## config.mk

```make
export PLATFORM = sky130hd
export DESIGN_NAME = sio_serial_res
export DESIGN_NICKNAME = d
export VERILOG_FILES = /design/src/rtl/sio_res_pkg.sv /design/src/rtl/sio_cfg_shadow.sv /design/src/rtl/sio_commit_ctrl.sv /design/src/rtl/sio_win_decode.sv /design/src/rtl/sio_irq_route.sv /design/src/rtl/sio_serial_res.sv
export SDC_FILE = /design/constraint.sdc
export NUM_CORES = 1
export LEC_CHECK = 0
export CAP_MARGIN = 40
export CORE_ASPECT_RATIO = 0.7
export CORE_MARGIN = 2
export CORE_UTILIZATION = 35
export CTS_CLUSTER_SIZE = 12
export DETAILED_ROUTE_END_ITERATION = 16
export GPL_ROUTABILITY_DRIVEN = 0
export SYNTH_ARGS = -nofsm -noshare
export SYNTH_HDL_FRONTEND = slang
export SYNTH_SLANG_ARGS = --single-unit
export TNS_END_PERCENT = 5
```

## constraint.sdc

```tcl
create_clock -name clk -period 6.8 [get_ports clk]
set_input_delay 1.36 -clock clk [delete_from_list [all_inputs] [get_ports clk]]
set_output_delay 1.36 -clock clk [all_outputs]
set_load 0.005 [all_outputs]
```

## src/rtl/sio_res_pkg.sv

```systemverilog
package sio_res_pkg;
    parameter int ADDR_W = 16;
    parameter int IRQ_W  = 4;

    localparam logic [7:0] IDX_ENABLE  = 8'h30;
    localparam logic [7:0] IDX_BASE_HI = 8'h60;
    localparam logic [7:0] IDX_BASE_LO = 8'h61;
    localparam logic [7:0] IDX_IRQ     = 8'h70;

    typedef struct packed {
        logic              en;
        logic [ADDR_W-1:0] base;
        logic [IRQ_W-1:0]  irq;
    } port_cfg_t;

    typedef enum logic {PH_IDLE, PH_APPLY} phase_t;
endpackage

```

## src/rtl/sio_cfg_shadow.sv

```systemverilog
module sio_cfg_shadow
    import sio_res_pkg::*;
#(
    parameter int NPORT     = 2,
    parameter int FIRST_DEV = 4
) (
    input  logic                        clk,
    input  logic                        rst_n,
    input  logic                        wr,
    input  logic [7:0]                  dev,
    input  logic [7:0]                  idx,
    input  logic [7:0]                  data,
    output port_cfg_t [NPORT-1:0]       shadow
);
    typedef struct packed {
        port_cfg_t [NPORT-1:0] sh;
    } shadow_st_t;

    shadow_st_t st_d, st_q;

    always_comb begin
        st_d = st_q;
        if (wr) begin
            for (int p = 0; p < NPORT; p++) begin
                if (dev == 8'(FIRST_DEV + p)) begin
                    case (idx)
                        IDX_ENABLE:  st_d.sh[p].en                = |data;
                        IDX_BASE_HI: st_d.sh[p].base[ADDR_W-1:8]  = data[ADDR_W-9:0];
                        IDX_BASE_LO: st_d.sh[p].base[7:0]         = data;
                        IDX_IRQ:     st_d.sh[p].irq               = data[IRQ_W-1:0];
                        default: ;
                    endcase
                end
            end
        end
    end

    always_ff @(posedge clk) begin
        if (!rst_n) st_q <= '0;
        else        st_q <= st_d;
    end

    assign shadow = st_q.sh;

    logic own_dev;
    assign own_dev = (int'(dev) >= FIRST_DEV) && (int'(dev) < FIRST_DEV + NPORT);

    // writes to a device this block does not own leave every shadow field untouched
    a_r1_foreign_dev_ignored: assert property (@(posedge clk) disable iff (!rst_n)
        (wr && !own_dev) |=> $stable(st_q));
endmodule

```

## src/rtl/sio_commit_ctrl.sv

```systemverilog
module sio_commit_ctrl
    import sio_res_pkg::*;
#(
    parameter int NPORT = 2
) (
    input  logic                  clk,
    input  logic                  rst_n,
    input  logic                  commit,
    input  port_cfg_t [NPORT-1:0] shadow,
    output port_cfg_t [NPORT-1:0] live
);
    typedef struct packed {
        phase_t                phase;
        port_cfg_t [NPORT-1:0] snap;
        port_cfg_t [NPORT-1:0] live;
    } ctrl_st_t;

    ctrl_st_t st_d, st_q;

    always_comb begin
        st_d = st_q;
        case (st_q.phase)
            PH_IDLE: begin
                if (commit) begin
                    st_d.snap  = shadow;
                    st_d.phase = PH_APPLY;
                    for (int p = 0; p < NPORT; p++) begin
                        if (st_q.live[p].en &&
                            (!shadow[p].en ||
                             shadow[p].base != st_q.live[p].base ||
                             shadow[p].irq  != st_q.live[p].irq)) begin
                            st_d.live[p].en = 1'b0;
                        end
                    end
                end
            end
            PH_APPLY: begin
                st_d.phase = PH_IDLE;
                for (int p = 0; p < NPORT; p++) begin
                    if (!st_q.live[p].en && st_q.snap[p].en) begin
                        st_d.live[p] = st_q.snap[p];
                    end
                end
            end
            default: st_d.phase = PH_IDLE;
        endcase
    end

    always_ff @(posedge clk) begin
        if (!rst_n) st_q <= '0;
        else        st_q <= st_d;
    end

    assign live = st_q.live;

    // a commit seen while idle always leads into the apply cycle, which returns to idle
    a_r10_apply_follows: assert property (@(posedge clk) disable iff (!rst_n)
        (st_q.phase == PH_IDLE && commit) |=> (st_q.phase == PH_APPLY));
    a_r10_apply_once: assert property (@(posedge clk) disable iff (!rst_n)
        (st_q.phase == PH_APPLY) |=> (st_q.phase == PH_IDLE));
    // with no commit in idle, live resources hold
    a_r3_hold_without_commit: assert property (@(posedge clk) disable iff (!rst_n)
        (st_q.phase == PH_IDLE && !commit) |=> $stable(st_q.live));

    for (genvar g = 0; g < NPORT; g++) begin : g_chk
        // a port only comes up on the apply edge
        a_r4_rise_in_apply: assert property (@(posedge clk) disable iff (!rst_n)
            $rose(st_q.live[g].en) |-> $past(st_q.phase == PH_APPLY));
        // an untouched active port is never dropped by a commit
        a_r5_unchanged_kept: assert property (@(posedge clk) disable iff (!rst_n)
            (st_q.phase == PH_IDLE && commit && st_q.live[g].en && shadow[g].en &&
             shadow[g].base == st_q.live[g].base && shadow[g].irq == st_q.live[g].irq)
            |=> st_q.live[g].en);
    end
endmodule

```

## src/rtl/sio_win_decode.sv

```systemverilog
module sio_win_decode
    import sio_res_pkg::*;
#(
    parameter int NPORT = 2,
    parameter int WIN_W = 3
) (
    input  port_cfg_t [NPORT-1:0] live,
    input  logic [ADDR_W-1:0]     io_addr,
    output logic [NPORT-1:0]      cs,
    output logic [WIN_W-1:0]      off
);
    localparam logic [ADDR_W:0] WIN_SPAN = (ADDR_W+1)'(1 << WIN_W);

    logic [NPORT-1:0]             hit;
    logic [NPORT-1:0][ADDR_W-1:0] diff;

    for (genvar g = 0; g < NPORT; g++) begin : g_win
        logic [ADDR_W:0] lo, hi, a;
        assign lo       = {1'b0, live[g].base};
        assign hi       = lo + WIN_SPAN;
        assign a        = {1'b0, io_addr};
        assign hit[g]   = live[g].en && (a >= lo) && (a < hi);
        assign diff[g]  = io_addr - live[g].base;
    end

    always_comb begin
        logic found;
        found = 1'b0;
        cs    = '0;
        off   = '0;
        for (int p = 0; p < NPORT; p++) begin
            if (hit[p] && !found) begin
                cs[p] = 1'b1;
                off   = diff[p][WIN_W-1:0];
                found = 1'b1;
            end
        end
    end
endmodule

```

## src/rtl/sio_irq_route.sv

```systemverilog
module sio_irq_route
    import sio_res_pkg::*;
#(
    parameter int NPORT = 2
) (
    input  port_cfg_t [NPORT-1:0] live,
    input  logic [NPORT-1:0]      uart_irq,
    output logic [(1<<IRQ_W)-1:0] irq_out
);
    localparam int NLINE = 1 << IRQ_W;

    always_comb begin
        irq_out = '0;
        for (int p = 0; p < NPORT; p++) begin
            for (int n = 1; n < NLINE; n++) begin
                if (live[p].en && live[p].irq == IRQ_W'(n) && uart_irq[p]) begin
                    irq_out[n] = 1'b1;
                end
            end
        end
    end
endmodule

```

## src/rtl/sio_serial_res.sv

```systemverilog
module sio_serial_res
    import sio_res_pkg::*;
#(
    parameter int NPORT     = 2,
    parameter int FIRST_DEV = 4,
    parameter int WIN_W     = 3
) (
    input  logic                     clk,
    input  logic                     rst_n,
    input  logic                     cfg_wr,
    input  logic [7:0]               cfg_dev,
    input  logic [7:0]               cfg_idx,
    input  logic [7:0]               cfg_data,
    input  logic                     cfg_commit,
    input  logic [ADDR_W-1:0]        io_addr,
    input  logic [NPORT-1:0]         uart_irq,
    output logic [NPORT-1:0]         port_cs,
    output logic [WIN_W-1:0]         port_off,
    output logic [NPORT-1:0]         port_active,
    output logic [(1<<IRQ_W)-1:0]    irq_out
);
    port_cfg_t [NPORT-1:0] shadow;
    port_cfg_t [NPORT-1:0] live;

    sio_cfg_shadow #(.NPORT(NPORT), .FIRST_DEV(FIRST_DEV)) u_shadow (
        .clk(clk), .rst_n(rst_n), .wr(cfg_wr), .dev(cfg_dev),
        .idx(cfg_idx), .data(cfg_data), .shadow(shadow)
    );

    sio_commit_ctrl #(.NPORT(NPORT)) u_commit (
        .clk(clk), .rst_n(rst_n), .commit(cfg_commit),
        .shadow(shadow), .live(live)
    );

    sio_win_decode #(.NPORT(NPORT), .WIN_W(WIN_W)) u_decode (
        .live(live), .io_addr(io_addr), .cs(port_cs), .off(port_off)
    );

    sio_irq_route #(.NPORT(NPORT)) u_route (
        .live(live), .uart_irq(uart_irq), .irq_out(irq_out)
    );

    for (genvar g = 0; g < NPORT; g++) begin : g_act
        assign port_active[g] = live[g].en;

        // a chip select never comes from a port that is down
        a_r6_cs_needs_active: assert property (@(posedge clk) disable iff (!rst_n)
            port_cs[g] |-> port_active[g]);
    end

    // never more than one chip select
    a_r8_cs_onehot: assert property (@(posedge clk) disable iff (!rst_n)
        $onehot0(port_cs));
    // nothing selected means a zero offset
    a_r7_off_idle_zero: assert property (@(posedge clk) disable iff (!rst_n)
        (port_cs == '0) |-> (port_off == '0));
    // interrupt number zero has no line behind it
    a_r9_line0_quiet: assert property (@(posedge clk) disable iff (!rst_n)
        !irq_out[0]);
endmodule

```

# Word-level counts from Yosys, hierarchy flattened
# Index checks and enable logic that the tools add are counted.
# W data, S select, Z words.
# op_classes
addsub,4
n_lt_le_gt_ge,4
n_eq_ne,45
n_mux,43
bitwise_logic,1
n_reduce_logical,92
# op_table
operator,count
$logic_and A1 B1 Y1,69
$eq A4 B4 Y1 const B,16
$mux W44,1
$mux W21,2
$mux W1,35
$add A16 B4 Y17 const B,2
$lt A16 B17 Y1,2
$eq A4 B3 Y1 const B,8
$ge A16 B16 Y1,2
$ne A16 B16 Y1,2
$reduce_and A3 Y1,10
$eq A8 B7 Y1 const B,3
$eq A4 B2 Y1 const B,4
$eq A8 B3 Y1 const B,2
$eq A4 B1 Y1 const B,2
$eq A8 B6 Y1 const B,1
$ne A4 B4 Y1,2
$reduce_or A8 Y1,1
$mux W3,2
$ne A2 B2 Y1 const B,3
$pmux W1 S2,3
$reduce_and A2 Y1,3
$sub A3 B3 Y3,2
$logic_not A1 Y1,5
other kinds (3),7
# word_totals
reg_bits,127
input_bits,46
output_inout_bits,23
elab_cells,210

# Depth between registers and ports, before layout
# Gate-level depths: netlist of the first run.
# logic_depth
ltp_word,7
depth_mapped,14
mapped_depth_nobuf,12

# By module
# A second synthesis of the first run with hierarchy kept.
# hier_totals
hier_cells,927
hier_area_um2,7662.3
# modules_own_cells
module,n_inst,cells_per_inst,area_each_um2,seq_area_each_um2
sio_commit_ctrl,1,467,3719.8,1701.6
sio_win_decode,1,262,2006.9,0.0
sio_cfg_shadow,1,163,1689.1,840.8
sio_irq_route,1,35,246.5,0.0

# Least setup slack after synthesis of the first run
# OpenSTA, ideal clock, no wires.
# synth_timing
path_kind,input-to-output
startpoint,in io_addr[0]
endpoint,out port_off[2]
arrival_ns,3.114
required_ns,5.440
setup_slack_ns,2.326
cell_stages,11
n_path_buf,1
path_cell_list,inv_1 -> ha_1 -> inv_1 -> fa_1 -> a21oi_1 -> o21ai_0 -> a41oi_1 -> a31oi_2 -> and2_1 -> buf_6 -> o31ai_1
# synth_via
elab_chain_cells,7
elab_cells_between_ends,15
cone_classes,add/sub: 2; order compare: 4; mux: 3; reduce/logical: 6
# synth_lines
item,line,rtl
from (decl),sio_serial_res.sv:15,"input logic [ADDR_W-1:0] io_addr,"
$ge A16 B16 Y1,sio_win_decode.sv:22,assign hit[g] = live[g].en && (a >= lo) && (a < hi);
$logic_and A1 B1 Y1,sio_win_decode.sv:22,
$logic_and A1 B1 Y1 *,sio_win_decode.sv:22,
$mux W1 *,--,
named net port_cs[0],sio_serial_res.sv:17,"output logic [NPORT-1:0] port_cs,"
$logic_not A1 Y1 *,sio_win_decode.sv:32,if (hit[p] && !found) begin
$logic_and A1 B1 Y1 *,sio_win_decode.sv:32,
$mux W3 *,sio_win_decode.sv:32,
to (decl),sio_serial_res.sv:18,"output logic [WIN_W-1:0] port_off,"
# Mark *: on every way through the listed nets, which the timed path passes. The rest lies on a longest branch.

# Worst setup path after layout of the first run
# layout_timing
startpoint,in io_addr[1]
endpoint,out port_off[0]
# layout_via
elab_chain_cells,7
elab_cells_between_ends,13
cone_classes,order compare: 4; mux: 3; reduce/logical: 6
# layout_lines
item,line
$ge A16 B16 Y1,sio_win_decode.sv:22
$logic_and A1 B1 Y1 (2 in a row),sio_win_decode.sv:22
$mux W1,sio_win_decode.sv:32
$logic_not A1 Y1,sio_win_decode.sv:32
$logic_and A1 B1 Y1,sio_win_decode.sv:32
$mux W3 *,sio_win_decode.sv:32
# Mark *: on every way between the ends. The rest lies on a longest branch, timed or not.

==> results of run 1 <==
[stage by stage]
step	util	worst slack, ns
floorplan	-	2.33
global placement	0.399	1.40
detailed placement	0.404	1.30
CTS	0.437	1.30
global route	0.437	1.06
finish	0.437	1.30
[logic make-up after synthesis]
family                   share of synthesized area
AO/OA/AOI/OAI                                0.161
XOR/XNOR                                    0.0750
adder cells (fa/ha/maj)                      0.109
buffers and inverters                       0.0459
flip-flops                                   0.340
multiplexers                                0.0348
other                                     0.000502
AND/OR/NAND/NOR                              0.233
[report_power, final]
part	internal [µW]	leakage [µW]	switching [µW]
Sequential	745	0.00102	0.635
Clock	723	0.000339	330
Combinational	57.0	0.00189	68.1
[worst min-delay path: cells and delay by family (launching register included)]
| family | cells | cell delay (ns) |
|---|---|---|
| simple gates | 1 | 0.05 |
| flops | 1 | 0.31 |
| compound gates | 1 | 0.06 |
[flip-flops by register name (all words and copies together) (netlist names)]
signal,count
u_commit.live,42
u_commit.st_q,43
u_shadow.shadow,42
[per-layer routing]
metal	up-vias	global-route usage	wire length, µm
met1	2961	0.293	11100
li1	3191	-	-
met3	9	0.0393	1100
met2	159	0.263	8280
met4	0	0.0407	119
met5	-	0	0
[final cells by class]
type / count / share of cell area
clock buffers: 21 / 0.0529
clock inverters: 11 / 0.0229
inverters: 39 / 0.0161
multi-input cells: 694 / 0.505
flip-flops and latches: 127 / 0.280
well taps: 276 / 0.0380
repair buffers: 75 / 0.0854
[worst max-delay path by stage]
stage / start / end / slack [ns]
2_1_floorplan: io_addr[0] / port_off[2] / 2.33
3_3_place_gp: io_addr[0] / port_off[2] / 1.40
3_5_place_dp: io_addr[0] / port_off[0] / 1.30
4_1_cts: io_addr[0] / port_off[0] / 1.30
5_1_grt: u_commit.live[9] / port_off[0] / 1.06
6_report: io_addr[1] / port_off[0] / 1.30
[cell usage in the layout (no fill, tap or decap), types with 3 or more instances in the layout]
master	count
bufinv_16	6
dfxtp_1	127
nor3_1	4
nor4_1	14
o22ai_1	15
clkbuf_16	17
inv_1	39
a21oi_1	19
a21o_1	3
a21boi_0	101
and3b_1	3
o21ai_0	10
nand2_1	220
clkbuf_8	4
xnor2_1	46
buf_8	4
buf_4	3
mux2i_1	26
and2_1	3
xor2_1	18
clkdlybuf4s50_1	66
nor2b_1	29
or2_2	3
nand2b_1	6
o31ai_1	5
nand3b_1	3
nor2_1	17
nand3_1	33
nand4_1	17
ha_1	62
clkinv_2	4
==> impl_metrics.py, run 1 <==
metrics = {
    "synth": {
        "async_flop_share": 0,
        "ys_types": 56,
        "synth_largest_area_cell": "dfxtp_1",
        "synth-edff-count": 0,
        "mappedNetlistNets": 1013,
        "ys_top_cells_by_count": "nand2_1, dfxtp_1, a21boi_0",
        "netlist_area_um2": 7470,
        "synth.avg_cell_area_um2": 8.27,
        "synthFlopType": "dfxtp_1",
        "syn_inst": 903,
        "yosysSeqAreaShare": 0.340,
        "synth_top_area_share": 0.340,
        "synth_area_leaders": "dfxtp_1, nand2_1, ha_1",
        "yosysMostFrequentCell": "nand2_1",
        "ys_ff_latch": 127,
        "ys_warn_count": 0,
    },
    "critical_path": {
        "arrival_ns": 4.14,
        "path_depth": 10,
        "worstSetupEndpointType": "output pin",
        "reg2regPathDepth": 6,
        "worst_path_max_delay_cell": "clkdlybuf4s50_1",
        "critical_path_required_ns": 5.44,
        "cp_num_buf_inv": 3,
        "rrSetupSlack_ns": 4.91,
        "crit_chain": "clkdlybuf4s50_1 -> inv_1 -> fa_1 -> a21boi_0 -> o21ai_0 -> nand3_1 -> a31oi_1 -> o31ai_1 -> o31ai_1 -> clkdlybuf4s50_1",
        "reg2reg_to": "u_commit.live[41]",
        "cpPeakStageDelay_ns": 0.60,
        "startpoint_type": "primary input",
        "reg2reg_from": "u_commit.live[28]",
        "cp_top_family": "buffers and inverters",
        "crit_type": "in2out",
        "path_max_fanout": 4,
    },
    "placement": {
        "dpl.cell_count": 1211,
        "numPortBuffers": 67,
        "dpl_cell_area_um2": 8400,
        "post-dp-hpwl_mm": 14.9,
    },
    "grt": {
        "grt_pass1_vias": 5970,
        "grt_util_all_layers": 0.189,
        "grt_pass1_wl_mm": 32.9,
        "grt_max_degree": 90,
        "antenna_found_initial": 0,
        "grt.overflow.total": 0,
    },
    "min_path": {
        "hold_path_depth": 2,
        "hold-path-endpoint": "u_commit.live[4]",
        "hold_path_startpoint": "u_commit.st_q[46]",
        "hold_path_class": "reg2reg",
    },
    "floorplan": {
        "die-area_um2": 22500,
        "dieWidth_um": 179,
        "design.core.area_um2": 20800,
        "die_h_um": 126,
        "initial_utilization": 0.359,
        "rows": 44,
        "num_io_pins": 69,
    },
    "cts": {
        "cts.sinks": 127,
        "cts_tree": "done",
        "post_cts_buffers": 0,
        "cts_root_buf": "clkbuf_16",
        "ctsHoldBuffers": 0,
        "cts_buffer_depth": 2,
        "htree_levels": 4,
        "cts_resized": 0,
        "numCtsBuffers": 17,
        "clk_latency_ns": 0.42,
        "path_clk_slew_ns": 0.06,
    },
    "route": {
        "drtIter0Drc": 454,
        "drcViolationCount": 0,
        "vias_per_cell": 5.08,
        "num_vias": 6320,
        "wl_mm": 20.6,
        "ant_nets": 0,
        "wl_per_cell_um": 16.6,
        "first_pass_iters": 4,
    },
    "power_and_ir_drop": {
        "power_per_cell_area_nw_per_um2": 212,
        "p_leak_uw": 0.00325,
        "irDropWorstVdd_v": 0.000188,
        "report.power.total_uw": 1920,
    },
    "layout": {
        "fin_area_um2": 9090,
        "layout.nets": 1064,
        "area_growth_pct": 21.6,
        "layout-drive-gt1-share": 0.0558,
        "multi_input_area_um2": 4590,
        "diodes": 0,
        "fin_cells": 1243,
        "fillers": 2095,
        "regArea_um2": 2540,
    },
    "timing": {
        "final-max-slew-violation-count": 0,
        "tns_ns": 0,
        "layout_min_cycle_time_ns": 5.50,
        "grt_setup_unrepaired": "no",
        "timing.hold.ws_ns": 0.456,
        "fmax_ghz": 0.182,
        "finalCritPeriodShare": 0.810,
        "finalSetupViolCount": 0,
        "slew_headroom": 0.536,
        "finClkSkew_ns": 0.00661,
        "tightestPinTransition_ns": 0.693,
        "hold_viol_final": 0,
    },
    "status": {
        "status": "completed",
    },
    "flow_run": {
        "drv_cap": 0,
    },
}
Power figures use the tool's default switching activity.
==> run 2: changes to the inputs <==
- clock period: 6.8 -> 5.5 ns (I/O delays scaled with it)
==> impl_metrics.py, run 2 (synthesis gave the netlist of run 1 again) <==
metrics = {
    "grt": {
        "antenna_found_initial": 0,
        "grt_util_all_layers": 0.184,
        "grt.overflow.total": 0,
        "grt_max_degree": 95,
        "grt_pass1_vias": 5924,
        "grt_pass1_wl_mm": 32.0,
    },
    "timing": {
        "slew_headroom": 0.508,
        "tns_ns": 0,
        "grt_setup_unrepaired": "no",
        "finClkSkew_ns": 0.00450,
        "fmax_ghz": 0.192,
        "finalSetupViolCount": 0,
        "tightestPinTransition_ns": 0.734,
        "final-max-slew-violation-count": 0,
        "finalCritPeriodShare": 0.945,
        "hold_viol_final": 0,
        "layout_min_cycle_time_ns": 5.20,
    },
    "power_and_ir_drop": {
        "p_seq_frac": 0.430,
        "pwr-share-comb": 0.072,
        "irDropWorstVdd_v": 0.000201,
        "p_sw_frac": 0.217,
        "switching_power_uw": 465,
        "p_int_uw": 1680,
        "pwr-share-clk": 0.498,
        "p_leak_uw": 0.00320,
        "power_per_cell_area_nw_per_um2": 239,
    },
    "route": {
        "first_pass_iters": 4,
        "drtIter0Drc": 428,
        "ant_nets": 0,
        "num_vias": 6333,
        "wl_mm": 20.2,
        "drcViolationCount": 0,
        "wl_per_cell_um": 16.3,
        "vias_per_cell": 5.09,
    },
    "layout": {
        "mostFrequentLayoutCell": "nand2_1",
        "layout-drive-gt1-share": 0.0538,
        "regMostFlops": "u_commit.st_q",
        "fin_cells": 1243,
        "final_cell_mix": "nand2_1, dfxtp_1, a21boi_0",
        "diodes": 0,
        "largest_reg_flops": 43,
        "layout.nets": 1065,
        "area_growth_pct": 20.1,
    },
    "min_path": {
        "hold_path_depth": 2,
        "hold_path_startpoint": "u_commit.st_q[65]",
        "hold_path_class": "reg2reg",
    },
    "cts": {
        "path_clk_slew_ns": 0.05,
        "ctsHoldBuffers": 0,
        "cts.sinks": 127,
        "cts_tree": "done",
        "cts_root_buf": "clkbuf_16",
        "cts_buffer_depth": 2,
        "cts_resized": 0,
        "htree_levels": 4,
        "post_cts_buffers": 0,
        "numCtsBuffers": 17,
        "clk_latency_ns": 0.41,
    },
    "floorplan": {
        "initial_utilization": 0.359,
        "dieWidth_um": 179,
        "die-area_um2": 22500,
        "design.core.area_um2": 20800,
        "die_h_um": 126,
        "num_io_pins": 69,
        "rows": 44,
    },
    "critical_path": {
        "crit_type": "reg2out",
        "critical_path_required_ns": 4.40,
        "worstSetupStartpoint": "u_commit.live[9]",
        "worstSetupEndpointType": "output pin",
        "arrival_ns": 4.10,
        "reg2regPathDepth": 6,
        "cp-endpoint": "port_off[2]",
        "reg2reg_to": "u_commit.live[41]",
        "startpoint_type": "flop",
        "path_max_fanout": 7,
        "rrSetupSlack_ns": 3.71,
        "reg2reg_from": "u_commit.live[28]",
    },
    "placement": {
        "post-dp-hpwl_mm": 14.8,
        "dpl.cell_count": 1212,
        "numPortBuffers": 67,
    },
    "status": {
        "status": "completed",
    },
    "flow_run": {
        "drv_cap": 0,
    },
}
==> run 2: changes by cell type in the layout (fill, tap and decap cells not counted) <==
cell        previous run  this run
buf_4                  3         4
bufinv_16              6         1
clkbuf_1               0         2
clkbuf_8               4         6
clkinv_2               4         5
clkinvlp_4             1         0
==> run 2: final cells by class <==
type	count	area [µm²]
clock buffers	25	515
clock inverters	6	55.1
inverters	39	146
repair buffers	76	783
fillers	2088	11800
flip-flops and latches	127	2540
multi-input cells	694	4590
well taps	276	345
==> run 2: worst min path at each step <==
stage,end,slack (ns)
5_1_grt,u_commit.st_q[48],0.48
3_3_place_gp,u_commit.live[17],0.45
3_5_place_dp,u_commit.live[4],0.46
2_1_floorplan,u_commit.live[37],0.44
6_report,u_commit.st_q[65],0.46
4_1_cts,u_commit.live[26],0.46
==> run 2: per-stage QoR <==
step / power (µW) / setup WS [ns] / instance area, µm² / util / hold WS, ns
6_report: 2140 / 0.302 / 8980 / 0.431 / 0.460
5_1_grt: 2220 / 0.0913 / 8980 / 0.431 / 0.477
3_3_place_gp: 1090 / 0.626 / 8320 / 0.400 / 0.454
4_1_cts: 2160 / 0.351 / 8980 / 0.431 / 0.463
2_1_floorplan: 1020 / 1.55 / 7470 / - / 0.441
3_5_place_dp: 1100 / 0.520 / 8410 / 0.404 / 0.455
==> run 2: critical path, stage by stage (launching register included) <==
cell and delay (ns):
dfxtp_1 0.55, inv_1 0.19, nor4_1 0.52, nand2_1 0.16, or2_2 0.31, xnor2_1 0.19, ha_1 0.18, a21o_1 0.11
a21oi_1 0.07, o211ai_1 0.27, a31oi_2 0.09, and2_1 0.25, o31ai_1 0.26, clkdlybuf4s50_1 0.54
==> run 2: layer usage <==
metal  vias to the layer above  wire, µm  global-route usage
met2                       163      7840               0.253
met5                         -         0                   0
met1                      2958     11100               0.284
li1                       3198         -                   -
met4                         0       165              0.0387
met3                        14      1090              0.0456
==> run 2: power by group through the flow <==
stage	Sequential, µW	Combinational [µW]	Clock [µW]
global placement	941	151	0
global route	921	169	1130
CTS	922	154	1080
finish	922	154	1070
floorplan	941	78.6	0
detailed placement	941	154	0
==> run 3: changes to the inputs <==
- GPL_TIMING_DRIVEN: unset -> 0
==> impl_metrics.py, run 3 (synthesis gave the netlist of run 1 again) <==
metrics = {
    "route": {
        "first_pass_iters": 5,
        "ant_nets": 0,
        "num_vias": 6525,
        "wl_per_cell_um": 16.8,
        "vias_per_cell": 5.11,
        "wl_mm": 21.5,
        "drcViolationCount": 0,
        "drtIter0Drc": 402,
    },
    "timing": {
        "finalCritPeriodShare": 0.931,
        "final-max-slew-violation-count": 0,
        "tns_ns": 0,
        "finClkSkew_ns": 0.00458,
        "setup_slack_ns": 0.378,
        "layout_min_cycle_time_ns": 5.12,
        "slew_headroom": 0.564,
        "finalSetupViolCount": 0,
        "fmax_ghz": 0.195,
        "hold_viol_final": 0,
        "timing.hold.ws_ns": 0.463,
        "tightestPinTransition_ns": 0.652,
        "grt_setup_unrepaired": "no",
    },
    "placement": {
        "post-dp-hpwl_mm": 16.6,
        "dp_slack_ns": 0.437,
        "numPortBuffers": 66,
    },
    "power_and_ir_drop": {
        "p_leak_uw": 0.00323,
        "irDropWorstVdd_v": 0.000225,
        "power_per_cell_area_nw_per_um2": 237,
    },
    "critical_path": {
        "path_max_fanout": 5,
        "critical_path_required_ns": 4.40,
        "worstSetupEndpointType": "output pin",
        "reg2reg_to": "u_commit.st_q[43]",
        "arrival_ns": 4.02,
        "crit_type": "reg2out",
        "reg2reg_from": "u_commit.st_q[84]",
        "startpoint_type": "flop",
        "rrSetupSlack_ns": 3.68,
        "reg2regPathDepth": 5,
    },
    "cts": {
        "htree_levels": 4,
        "cts.sinks": 127,
        "cts_buffer_depth": 2,
        "cts_tree": "done",
        "ctsHoldBuffers": 0,
        "clk_latency_ns": 0.42,
        "cts_resized": 0,
        "cts_root_buf": "clkbuf_16",
        "post_cts_buffers": 0,
        "path_clk_slew_ns": 0.06,
        "numCtsBuffers": 17,
    },
    "min_path": {
        "hold_path_class": "reg2reg",
        "hold_path_startpoint": "u_commit.st_q[60]",
        "hold-path-endpoint": "u_commit.st_q[60]",
        "hold_path_depth": 2,
    },
    "flow_run": {
        "drv_cap": 0,
    },
    "grt": {
        "grt_pass1_vias": 6054,
        "antenna_found_initial": 0,
        "grt_util_all_layers": 0.196,
        "grt_max_degree": 17,
        "grt_pass1_wl_mm": 33.6,
        "grt.overflow.total": 0,
    },
    "floorplan": {
        "dieWidth_um": 179,
        "initial_utilization": 0.359,
        "rows": 44,
        "num_io_pins": 69,
        "die_h_um": 126,
        "die-area_um2": 22500,
        "design.core.area_um2": 20800,
    },
    "layout": {
        "diodes": 0,
        "regMostFlops": "u_commit.st_q",
        "area_growth_pct": 21.1,
        "mostFrequentLayoutCell": "nand2_1",
        "fillers": 2145,
        "largest_reg_flops": 43,
        "layout-drive-gt1-share": 0.0519,
        "layout.nets": 1098,
        "final_cell_mix": "nand2_1, dfxtp_1, a21boi_0",
    },
    "status": {
        "status": "completed",
    },
}
run 3: cell type report:
| class | instances | area, µm² | area share |
|---|---|---|---|
| inverters | 39 | 146 | 0.0162 |
| flip-flops and latches | 127 | 2540 | 0.281 |
| clock buffers | 27 | 543 | 0.0600 |
| well taps | 276 | 345 | 0.0382 |
| clock inverters | 5 | 25.0 | 0.00277 |
| plain buffers | 43 | 196 | 0.0217 |
| repair buffers | 66 | 661 | 0.0730 |
| multi-input cells | 694 | 4590 | 0.507 |
run 3: metal layers:
layer / vias to the layer above / track usage / share of wire
met5: - / 0 / 0
met1: 3013 / 0.303 / 0.53
li1: 3276 / - / -
met2: 218 / 0.279 / 0.39
met3: 18 / 0.0341 / 0.070
met4: 0 / 0.0450 / 0.0084
run 3: worst max-delay path: stages, from the launching register on:
cell and delay [ns]:
dfxtp_1 0.49, inv_1 0.17, nor4_1 0.52, nand4_1 0.18
xnor2_1 0.20, ha_1 0.31, nand2_1 0.05, o21ai_0 0.21
a2111oi_0 0.11, a211o_1 0.31, and2_1 0.16, buf_6 0.12
o31ai_1 0.23, clkdlybuf4s50_1 0.54
run 3: report_power, final:
part           switching, µW  leakage [µW]  internal [µW]
Clock                    396      0.000289            668
Sequential             0.774       0.00102            921
Combinational           87.8       0.00192           70.9
run 3: worst max path at each step:
stage | endpoint | slack [ns] | startpoint | cells after the start
2_1_floorplan | port_off[2] | 1.55 | io_addr[0] | 11
3_3_place_gp | port_off[2] | 0.39 | io_addr[2] | 9
3_5_place_dp | port_off[2] | 0.44 | io_addr[2] | 9
4_1_cts | port_off[2] | 0.39 | u_commit.live[10] | 13
5_1_grt | port_off[0] | 0.04 | u_commit.live[10] | 13
6_report | port_off[2] | 0.38 | u_commit.live[10] | 13
run 3: per-stage QoR:
step | std cells | total power [µW] | instance area [µm²] | utilization
2_1_floorplan | 903 | 1020 | 7470 | -
3_3_place_gp | 1245 | 1100 | 8480 | 0.407
3_5_place_dp | 1245 | 1100 | 8480 | 0.407
4_1_cts | 1277 | 2150 | 9040 | 0.435
5_1_grt | 1277 | 2210 | 9040 | 0.435
6_report | 1277 | 2140 | 9040 | 0.435
